==> config.mk <==
export PLATFORM = sky130hd
export DESIGN_NAME = csc_coeff_encoder
export DESIGN_NICKNAME = d
export VERILOG_FILES = /design/src/rtl/csc_enc_pkg.sv /design/src/rtl/csc_enc_ctrl.sv /design/src/rtl/csc_range_sel.sv /design/src/rtl/csc_enc_datapath.sv /design/src/rtl/csc_coeff_encoder.sv
export SDC_FILE = /design/constraint.sdc
export NUM_CORES = 1
export LEC_CHECK = 0
export BUFFER_PORTS_ARGS = -buffer_cell sky130_fd_sc_hd__buf_4
export CAP_MARGIN = 10
export CORE_ASPECT_RATIO = 1.1
export CORE_MARGIN = 4
export CORE_UTILIZATION = 50
export DETAILED_ROUTE_END_ITERATION = 12
export HOLD_SLACK_MARGIN = 0.06
export PLACE_DENSITY = 0.72
export SYNTH_ARGS = -nofsm -noshare
export SYNTH_HDL_FRONTEND = slang
export SYNTH_SLANG_ARGS = --single-unit
export TNS_END_PERCENT = 1
==> constraint.sdc <==
create_clock -name clk -period 21.7 [get_ports clk]
set_input_delay 4.34 -clock clk [delete_from_list [all_inputs] [get_ports clk]]
set_output_delay 4.34 -clock clk [all_outputs]
set_load 0.03 [all_outputs]
==> src/rtl/csc_enc_pkg.sv <==
package csc_enc_pkg;

  typedef struct packed {
    logic capture;     // register a new encoded word this cycle
    logic useLimited;  // select the range-compressed magnitude
  } encStrobe_t;

endpackage

==> src/rtl/csc_enc_ctrl.sv <==
module csc_enc_ctrl
  import csc_enc_pkg::*;
(
  input  logic       clk,
  input  logic       rst,
  input  logic       validIn,
  input  logic       limitedRange,
  output encStrobe_t strobe,
  output logic       validOut
);

  always_comb begin
    strobe.capture    = validIn;
    strobe.useLimited = limitedRange;
  end

  always_ff @(posedge clk) begin
    if (rst) validOut <= 1'b0;
    else     validOut <= validIn;
  end

  // an accepted coefficient produces a result on the next clock
  p_valid_follows_r9: assert property (@(posedge clk) disable iff (rst)
    validIn |=> validOut);
  // no result appears without an accepted coefficient
  p_no_spurious_r9: assert property (@(posedge clk) disable iff (rst)
    !validIn |=> !validOut);

endmodule

==> src/rtl/csc_range_sel.sv <==
module csc_range_sel #(
  parameter int FRAC_W = 32,
  parameter int MAG_W  = FRAC_W + 2,
  parameter int NBANDS = 6,
  parameter int BAND_W = $clog2(NBANDS)
) (
  input  logic [MAG_W-1:0]  mag,
  output logic [BAND_W-1:0] band
);

  // Thresholds are 0.125, 0.25, 0.5, 1.0 and 2.0.
  // In units of 2^-FRAC_W they are 2^(FRAC_W-3+k) for k = 0..NBANDS-2.
  logic [NBANDS-2:0] above;

  for (genvar k = 0; k < NBANDS - 1; k++) begin : g_thr
    localparam logic [MAG_W-1:0] THR = MAG_W'(1) << (FRAC_W - 3 + k);
    assign above[k] = (mag >= THR);
  end

  // The comparisons form a thermometer code.
  // Counting the set bits gives the band index.
  always_comb begin
    band = '0;
    for (int k = 0; k < NBANDS - 1; k++) begin
      band = band + BAND_W'(above[k]);
    end
  end

endmodule

==> src/rtl/csc_enc_datapath.sv <==
module csc_enc_datapath
  import csc_enc_pkg::*;
#(
  parameter int IN_W    = 64,
  parameter int FRAC_W  = 32,
  parameter int MANT_W  = 9,
  parameter int FIELD_W = 12,
  parameter int EXP_W   = 3,
  parameter logic [FRAC_W-1:0] LIMITED_K = 32'hDBDBDBDB,
  localparam int OUT_W  = 1 + EXP_W + FIELD_W
) (
  input  logic             clk,
  input  logic             rst,
  input  encStrobe_t       strobe,
  input  logic [IN_W-1:0]  coeffIn,
  output logic [OUT_W-1:0] wordOut
);

  localparam int RAW_W   = IN_W - 1;
  localparam int MAG_W   = FRAC_W + 2;          // magnitudes below 4.0
  localparam int PAD_W   = FIELD_W - MANT_W;    // cleared low bits
  localparam int BASE_SH = FRAC_W - MANT_W - 6; // shift in the lowest band
  localparam int NBANDS  = 6;
  localparam int BAND_W  = $clog2(NBANDS);
  localparam int PROD_W  = 2 * FRAC_W;
  localparam logic [MAG_W-1:0] MAG_MAX = '1;
  localparam logic [FIELD_W:0] ROUND_ADD = (FIELD_W + 1)'(1) << (PAD_W - 1);

  logic             signBit;
  logic [RAW_W-1:0] rawMag;
  logic [MAG_W-1:0] clampedMag;
  logic [FRAC_W-1:0] quarterMag;
  logic [PROD_W-1:0] product;
  logic [MAG_W-1:0] limitedMag;
  logic [MAG_W-1:0] encMag;
  logic [BAND_W-1:0] band;
  logic [EXP_W-1:0] rangeCode;
  logic [MAG_W-1:0] windowFull;
  logic [FIELD_W-1:0] window;
  logic [FIELD_W:0] rounded;
  logic [FIELD_W-1:0] satField;
  logic [FIELD_W-1:0] field;

  assign signBit = coeffIn[IN_W-1];
  assign rawMag  = coeffIn[RAW_W-1:0];

  // Clamp to just below 4.0.
  assign clampedMag = (|rawMag[RAW_W-1:MAG_W]) ? MAG_MAX : rawMag[MAG_W-1:0];

  // Limited-range prescale:
  // quarter the magnitude, multiply by 219/255 * 2^FRAC_W, then renormalise.
  assign quarterMag = clampedMag[MAG_W-1:2];
  assign product    = {{FRAC_W{1'b0}}, quarterMag} * {{FRAC_W{1'b0}}, LIMITED_K};
  assign limitedMag = product[PROD_W-1:FRAC_W-2];

  assign encMag = strobe.useLimited ? limitedMag : clampedMag;

  csc_range_sel #(
    .FRAC_W (FRAC_W),
    .MAG_W  (MAG_W),
    .NBANDS (NBANDS),
    .BAND_W (BAND_W)
  ) rangeSel_i (
    .mag  (encMag),
    .band (band)
  );

  // The code steps down from 3 and wraps: 3,2,1,0,7,6.
  assign rangeCode = EXP_W'(3) - EXP_W'(band);

  // Sliding window: each band above the lowest keeps one fewer fraction bit.
  assign windowFull = encMag >> (BASE_SH + int'(band));
  assign window     = windowFull[FIELD_W-1:0];
  assign rounded    = {1'b0, window} + ROUND_ADD;
  assign satField   = rounded[FIELD_W] ? {FIELD_W{1'b1}} : rounded[FIELD_W-1:0];
  assign field      = {satField[FIELD_W-1:PAD_W], {PAD_W{1'b0}}};

  always_ff @(posedge clk) begin
    if (rst)                 wordOut <= '0;
    else if (strobe.capture) wordOut <= {signBit, rangeCode, field};
  end

  // the sign travels unchanged into the registered word
  p_sign_copy_r1: assert property (@(posedge clk) disable iff (rst)
    strobe.capture |=> (wordOut[OUT_W-1] == $past(coeffIn[IN_W-1])));
  // codes 4 and 5 are never produced
  p_code_legal_r2: assert property (@(posedge clk) disable iff (rst)
    (wordOut[OUT_W-2 -: EXP_W] != EXP_W'(4)) && (wordOut[OUT_W-2 -: EXP_W] != EXP_W'(5)));
  // the bits below the mantissa stay clear
  p_pad_zero_r3: assert property (@(posedge clk) disable iff (rst)
    wordOut[PAD_W-1:0] == '0);
  // the word holds while nothing is accepted
  p_hold_r9: assert property (@(posedge clk) disable iff (rst)
    !strobe.capture |=> $stable(wordOut));

endmodule

==> src/rtl/csc_coeff_encoder.sv <==
module csc_coeff_encoder
  import csc_enc_pkg::*;
#(
  parameter int IN_W    = 64,
  parameter int FRAC_W  = 32,
  parameter int MANT_W  = 9,
  parameter int FIELD_W = 12,
  parameter int EXP_W   = 3,
  localparam int OUT_W  = 1 + EXP_W + FIELD_W
) (
  input  logic             clk,
  input  logic             rst,
  input  logic             validIn,
  input  logic [IN_W-1:0]  coeffIn,
  input  logic             limitedRange,
  output logic             validOut,
  output logic [OUT_W-1:0] wordOut
);

  encStrobe_t strobe;

  csc_enc_ctrl ctrl_i (
    .clk          (clk),
    .rst          (rst),
    .validIn      (validIn),
    .limitedRange (limitedRange),
    .strobe       (strobe),
    .validOut     (validOut)
  );

  csc_enc_datapath #(
    .IN_W    (IN_W),
    .FRAC_W  (FRAC_W),
    .MANT_W  (MANT_W),
    .FIELD_W (FIELD_W),
    .EXP_W   (EXP_W)
  ) datapath_i (
    .clk     (clk),
    .rst     (rst),
    .strobe  (strobe),
    .coeffIn (coeffIn),
    .wordOut (wordOut)
  );

endmodule

# Yosys cells after proc, flatten, opt, wreduce, memory -nomap -nowiden
# Cells that the tools add are included.
[totals] word_cells=20 out_inout_bits=17 regBits=14
[op_classes] shift=1 reduce_logical=1 n_lt_le_gt_ge=5 n_addsub=7 multipliers=1 n_mux=3
[op_table] cell="two-way mux 34 bit" count=2
[op_table] cell="multiplier 32 x 32 -> 64 bit (second input constant)" count=1
[op_table] cell="greater-or-equal comparator 34 x 30 -> 1 bit (second input constant)" count=1
[op_table] cell="greater-or-equal comparator 34 x 31 -> 1 bit (second input constant)" count=1
[op_table] cell="greater-or-equal comparator 34 x 32 -> 1 bit (second input constant)" count=1
[op_table] cell="greater-or-equal comparator 34 x 33 -> 1 bit (second input constant)" count=1
[op_table] cell="greater-or-equal comparator 34 bit (second input constant)" count=1
[op_table] cell=">> shifter 34 x 32 -> 12 bit" count=1
[op_table] cell="OR reduction 29 bit" count=1
[op_table] cell="adder 12 x 3 -> 13 bit (second input constant)" count=1
[op_table] cell="two-way mux 12 bit" count=1
[op_table] cell="adder 3 x 1 -> 3 bit" count=2
[op_table] cell="adder 5 x 3 -> 6 bit (first input constant)" count=1
[op_table] cell="adder 2 x 1 -> 3 bit" count=1
[op_table] cell="subtractor 2 x 3 -> 3 bit (first input constant)" count=1
[op_table] cell="adder 1 x 1 -> 2 bit" count=1

# Logic depth before layout (Yosys ltp)
[depth] depth_word=13 ltp_mapped=55 mapped_depth_nobuf=50

# Hierarchy
# From an unflattened synthesis, not the netlist that was laid out.
[hier_totals] cells_unflattened=2625 hier_area_um2=24033.0
[by_module_without_submodules] module="csc_enc_datapath" cells_each=2613 area_per_inst_um2=23897.9 instances=1
[by_module_without_submodules] module="csc_range_sel" cells_each=8 area_per_inst_um2=86.3 instances=1
[by_module_without_submodules] module="csc_enc_ctrl" cells_each=4 area_per_inst_um2=48.8 instances=1

# Least setup slack after synthesis
# No wires, ideal clock.
[synth_path] kind="input to register" from="input port coeffIn[43]" to="register datapath_i.wordOut[7]" slack_ns=4.865 path_stages=47 t_arrival_ns=16.688 path_buffers=3 required_time_ns=21.553 cell_sequence="nor4_4 -> nand4_4 -> or3_2 -> clkbuf_1 -> clkbuf_1 -> buf_1 -> nor2_1 -> inv_1 -> ha_1 -> ha_1 -> or2_2 -> fa_1 -> inv_1 -> fa_1 -> inv_1 -> fa_1 -> fa_1 -> fa_1 -> [11 not listed] -> a41oi_1 -> xnor2_1 -> mux2i_1 -> nand2_1 -> or3_1 -> nand3b_1 -> fa_1 -> inv_1 -> fa_1 -> mux2_2 -> o21ai_0 -> o311ai_0 -> or3_1 -> a211oi_1 -> o31ai_1 -> and2_1 -> a41oi_4 -> a311oi_2"
[synth_between] elab_chain_cells=13 elab_cells_between_ends=17 classes_between="6 x add/sub; 1 x mul; 5 x order compare; 1 x shift; 3 x mux; 1 x reduce/logical"
[synth_rtl] item="start: declaration" line="csc_coeff_encoder.sv:14" rtl="input logic [IN_W-1:0] coeffIn,"
[synth_rtl] item="OR reduction 29 bit *" line="csc_enc_datapath.sv:48" rtl="assign clampedMag = (|rawMag[RAW_W-1:MAG_W]) ? MAG_MAX : rawMag[MAG_W-1:0];"
[synth_rtl] item="two-way mux 34 bit *" line="csc_enc_datapath.sv:48"
[synth_rtl] item="multiplier 32 x 32 -> 64 bit" line="csc_enc_datapath.sv:53" rtl="assign product = {{FRAC_W{1'b0}}, quarterMag} * {{FRAC_W{1'b0}}, LIMITED_K};"
[synth_rtl] item="two-way mux 34 bit *" line="csc_enc_datapath.sv:56" rtl="assign encMag = strobe.useLimited ? limitedMag : clampedMag;"
[synth_rtl] item="greater-or-equal comparator 34 x 30 -> 1 bit / greater-or-equal comparator 34 x 31 -> 1 bit (equally long branches)" line="csc_range_sel.sv:17" rtl="assign above[k] = (mag >= THR);"
[synth_rtl] item="adder 1 x 1 -> 2 bit" line="csc_range_sel.sv:25" rtl="band = band + BAND_W'(above[k]);"
[synth_rtl] item="adder 2 x 1 -> 3 bit" line="csc_range_sel.sv:25"
[synth_rtl] item="adder 3 x 1 -> 3 bit (2 in a row)" line="csc_range_sel.sv:25"
[synth_rtl] item="adder 5 x 3 -> 6 bit" line="csc_enc_datapath.sv:72" rtl="assign windowFull = encMag >> (BASE_SH + int'(band));"
[synth_rtl] item=">> shifter 34 x 32 -> 12 bit *" line="csc_enc_datapath.sv:72"
[synth_rtl] item="adder 12 x 3 -> 13 bit *" line="csc_enc_datapath.sv:74" rtl="assign rounded = {1'b0, window} + ROUND_ADD;"
[synth_rtl] item="two-way mux 12 bit *" line="csc_enc_datapath.sv:75" rtl="assign satField = rounded[FIELD_W] ? {FIELD_W{1'b1}} : rounded[FIELD_W-1:0];"
[synth_rtl] item="end signal: assignment" line="csc_enc_datapath.sv:80" rtl="else if (strobe.capture) wordOut <= {signBit, rangeCode, field};"
[synth_rtl] item="end: declaration" line="csc_enc_datapath.sv:16" rtl="output logic [OUT_W-1:0] wordOut"
# Mark *: on every way between the ends. The rest lies on a longest branch, timed or not.
# A chain may end at the register's enable or synchronous reset.

# Final worst setup path
[layout_path] from="input port coeffIn[35]" to="register datapath_i.wordOut[7]"
# Same word-level chain as after synthesis.

==> impl_metrics.tcl <==
set metrics [dict create \
    status "finished, final reports clean" \
    dp_hpwl_mm 68.9 \
    nFillCells 4233 \
    worstPathRequired_ns 21.80 \
    final_util_pct 53.6 \
    cts_resized 0 \
    power_frac_comb_pct 34.4 \
    path_max_fanout 28 \
    synth_edf_count 0 \
    hold_viol_final 0 \
    worst-setup-path-type "primary input to flip-flop" \
    yosysWarnings 0 \
    overflow 0 \
    dieArea_um2 50400 \
    portBuffers 79 \
    leakage_nw 12.4 \
    rsz0062_at_grt "no" \
    worst_pin_slew_ns 0.871 \
    netlist_instances 2483 \
    clockRootBuffer "clkbuf_16" \
    switching_power_mw 0.0294 \
    vdd_ir_drop_max_mv 0.0727 \
    cts_inserted_buffers 3 \
    end_kind "flip-flop" \
    grt.total_usage_pct 30.2 \
    core_area_um2 46000 \
    vias_per_cell 5.80 \
    clkPwrFrac_pct 37.2 \
    fin_tns_setup_ns 0 \
    clockBufferDepth 2 \
    fmax_mhz 51.5 \
    max_stage_delay_ns 0.90 \
    clock_latency_ns 0.24 \
    remaining_drc_errors 0 \
    synth-seq-cells 14 \
    avgSynthCellArea_um2 9.45 \
    synthArstFlopShare_pct 0 \
    numClockSinks 14 \
    yosys.cell_types.count 100 \
    routed_wl_mm 75.0 \
    antenna_left 0 \
    gp_congestion 0.994 \
    synth_top_area_share_pct 45.5 \
    antenna_found_initial 0 \
    yosys.area.top_type "fa_1" \
    slowest_stage "or3_2" \
    post_cts_buffers 0 \
    syn_to_final_growth_pct 5.11 \
    wl_per_cell_um 24.0 \
    start_kind "primary input" \
    ys_top_cells_by_area "fa_1 45%, ha_1 18%, inv_1 11%" \
    finalCritPeriodShare_pct 89.5 \
    drtPass1Iterations 5 \
    drt_iter0_drc 1481 \
    setup_violations 0 \
    fp.dieH_um 235 \
    synth.most_common_cell "inv_1" \
    row_count 82 \
    max-cap-violations 0 \
    p_seq_share_pct 28.4 \
    p_per_area_nw_per_um2 4.11 \
    synth_top_flop_cell "dfxtp_1" \
    grt_pass1_wl_mm 117 \
    dieWidth_um 214 \
    via_count 18100 \
    worstPathArrival_ns 19.53 \
    start_util_pct 51.0 \
    intPower_mw 0.0720 \
    fin_crit_ns 19.43 \
    relSlewSlack_pct 41.7 \
    skew_ns 0 \
    postCtsHoldBufs 0 \
    htreeDepth 1 \
    grt_max_degree 40 \
    holdWs_ns 0.486 \
    io-pin-count 85 \
    grt_pass1_vias 19800 \
    fin_nets 3469 \
    clk_pin_slew_ns 0.05 \
    drive_above_1_share_pct 6.32 \
    hold_path.class "flip-flop to flip-flop" \
    cts_tree "done" \
    synth_common_cells "686 x inv_1, 533 x fa_1, 335 x ha_1" \
    ys_seq_area_share_pct 1.20 \
    antenna_cells 0 \
    slew_violations 0 \
    switching_share_pct 29.0 \
    path_common_cell "fa_1" \
    netlist_area_um2 23500 \
]
[metrics by stage]
step	cell area [µm²]	worst slack (ns)	instances	total power, mW
finish	24700	2.27	3120	0.101
global route	24700	1.39	3120	0.107
CTS	24700	2.50	3120	0.102
detailed placement	24600	2.29	3116	0.0640
global placement	24600	2.53	3116	0.0631
floorplan	23500	4.86	2485	0.0482
[area by class of cell]
| cell class | instances | area [µm²] | share of cell area [%] |
|---|---|---|---|
| Multi-Input combinational cell | 1744 | 20300 | 82.5 |
| Inverter | 686 | 2570 | 10.4 |
| Sequential cell | 14 | 280 | 1.14 |
| Tap cell | 588 | 736 | 2.98 |
| Timing Repair Buffer | 84 | 631 | 2.56 |
| Clock buffer | 4 | 88.8 | 0.360 |
[path summary, 6_finish.rpt]
path | start | endpoint | slack [ns] | cells after the start
setup reg to reg | datapath_i.wordOut[11] | datapath_i.wordOut[11] | 20.87 | 3
hold reg to reg | datapath_i.wordOut[13] | datapath_i.wordOut[13] | 0.49 | 2
hold / removal | datapath_i.wordOut[13] | datapath_i.wordOut[13] | 0.49 | 2
setup / recovery | coeffIn[35] | datapath_i.wordOut[7] | 2.27 | 45
[routing by layer]
layer  wire length [µm]  global-route usage, %  up-vias
li1                   -                      -     8038
met1              30000                   38.9     9202
met5                  0                      0        -
met3               4050                   2.99      164
met2              36000                   51.3      686
met4               4930                   14.9        0
[critical path, delay by kind of cell]
kind | cells | cell delay [ns]
multiplexers | 1 | 0.40
AND/OR/NAND/NOR | 14 | 4.98
adder cells (fa/ha/maj) | 13 | 6.48
buffers and inverters | 9 | 1.31
AO/OA/AOI/OAI | 7 | 1.78
XOR/XNOR | 1 | 0.18
[power by group through the flow]
| stage | Sequential [mW] | Combinational, mW | Clock (mW) |
|---|---|---|---|
| after global routing | 0.0289 | 0.0373 | 0.0404 |
| after global placement | 0.0292 | 0.0339 | 0 |
| final | 0.0288 | 0.0349 | 0.0378 |
| after detailed placement | 0.0292 | 0.0348 | 0 |
| after CTS | 0.0288 | 0.0349 | 0.0386 |
| after floorplan | 0.0327 | 0.0155 | 0 |
[flip-flops by register name, summed over array words and instances, names as in the netlist]
register            cells
ctrl_i.validOut         1
datapath_i.wordOut     13
[cells by family (layout without fill, tap and decap cells)]
logic type	Yosys count	count (layout)	share of synthesized area [%]
flip-flops	14	14	1.20
AND/OR/NAND/NOR	436	436	9.77
adder cells (fa/ha/maj)	868	868	63.4
buffers and inverters	727	774	12.1
multiplexers	16	16	0.715
other	1	3	0.0160
AO/OA/AOI/OAI	371	371	10.9
XOR/XNOR	50	50	1.87
[cells in the final DEF (no fill, tap or decap), drive strengths merged, types with 5 or more instances in the layout]
cell	netlist	routed
a211o	6	6
nand2	105	105
xnor2	24	24
nand3	29	29
mux2i	10	10
or3	17	17
ha	335	335
o21bai	8	8
mux2	6	6
a21oi	131	131
nor4	19	19
o21ai	77	77
o21a	8	8
o41ai	5	5
and2	13	13
o211ai	10	10
a21o	21	21
fa	533	533
a2111oi	9	9
or2	15	15
nand4	47	47
dfxtp	14	14
a31o	5	5
inv	686	686
xor2	26	26
and3	14	14
a22oi	8	8
o31ai	5	5
nand2b	19	19
buf	12	84
nor2	100	100
and4	7	7
nor3	32	32
a211oi	19	19
No activity file was read; power rests on OpenSTA's default activity.
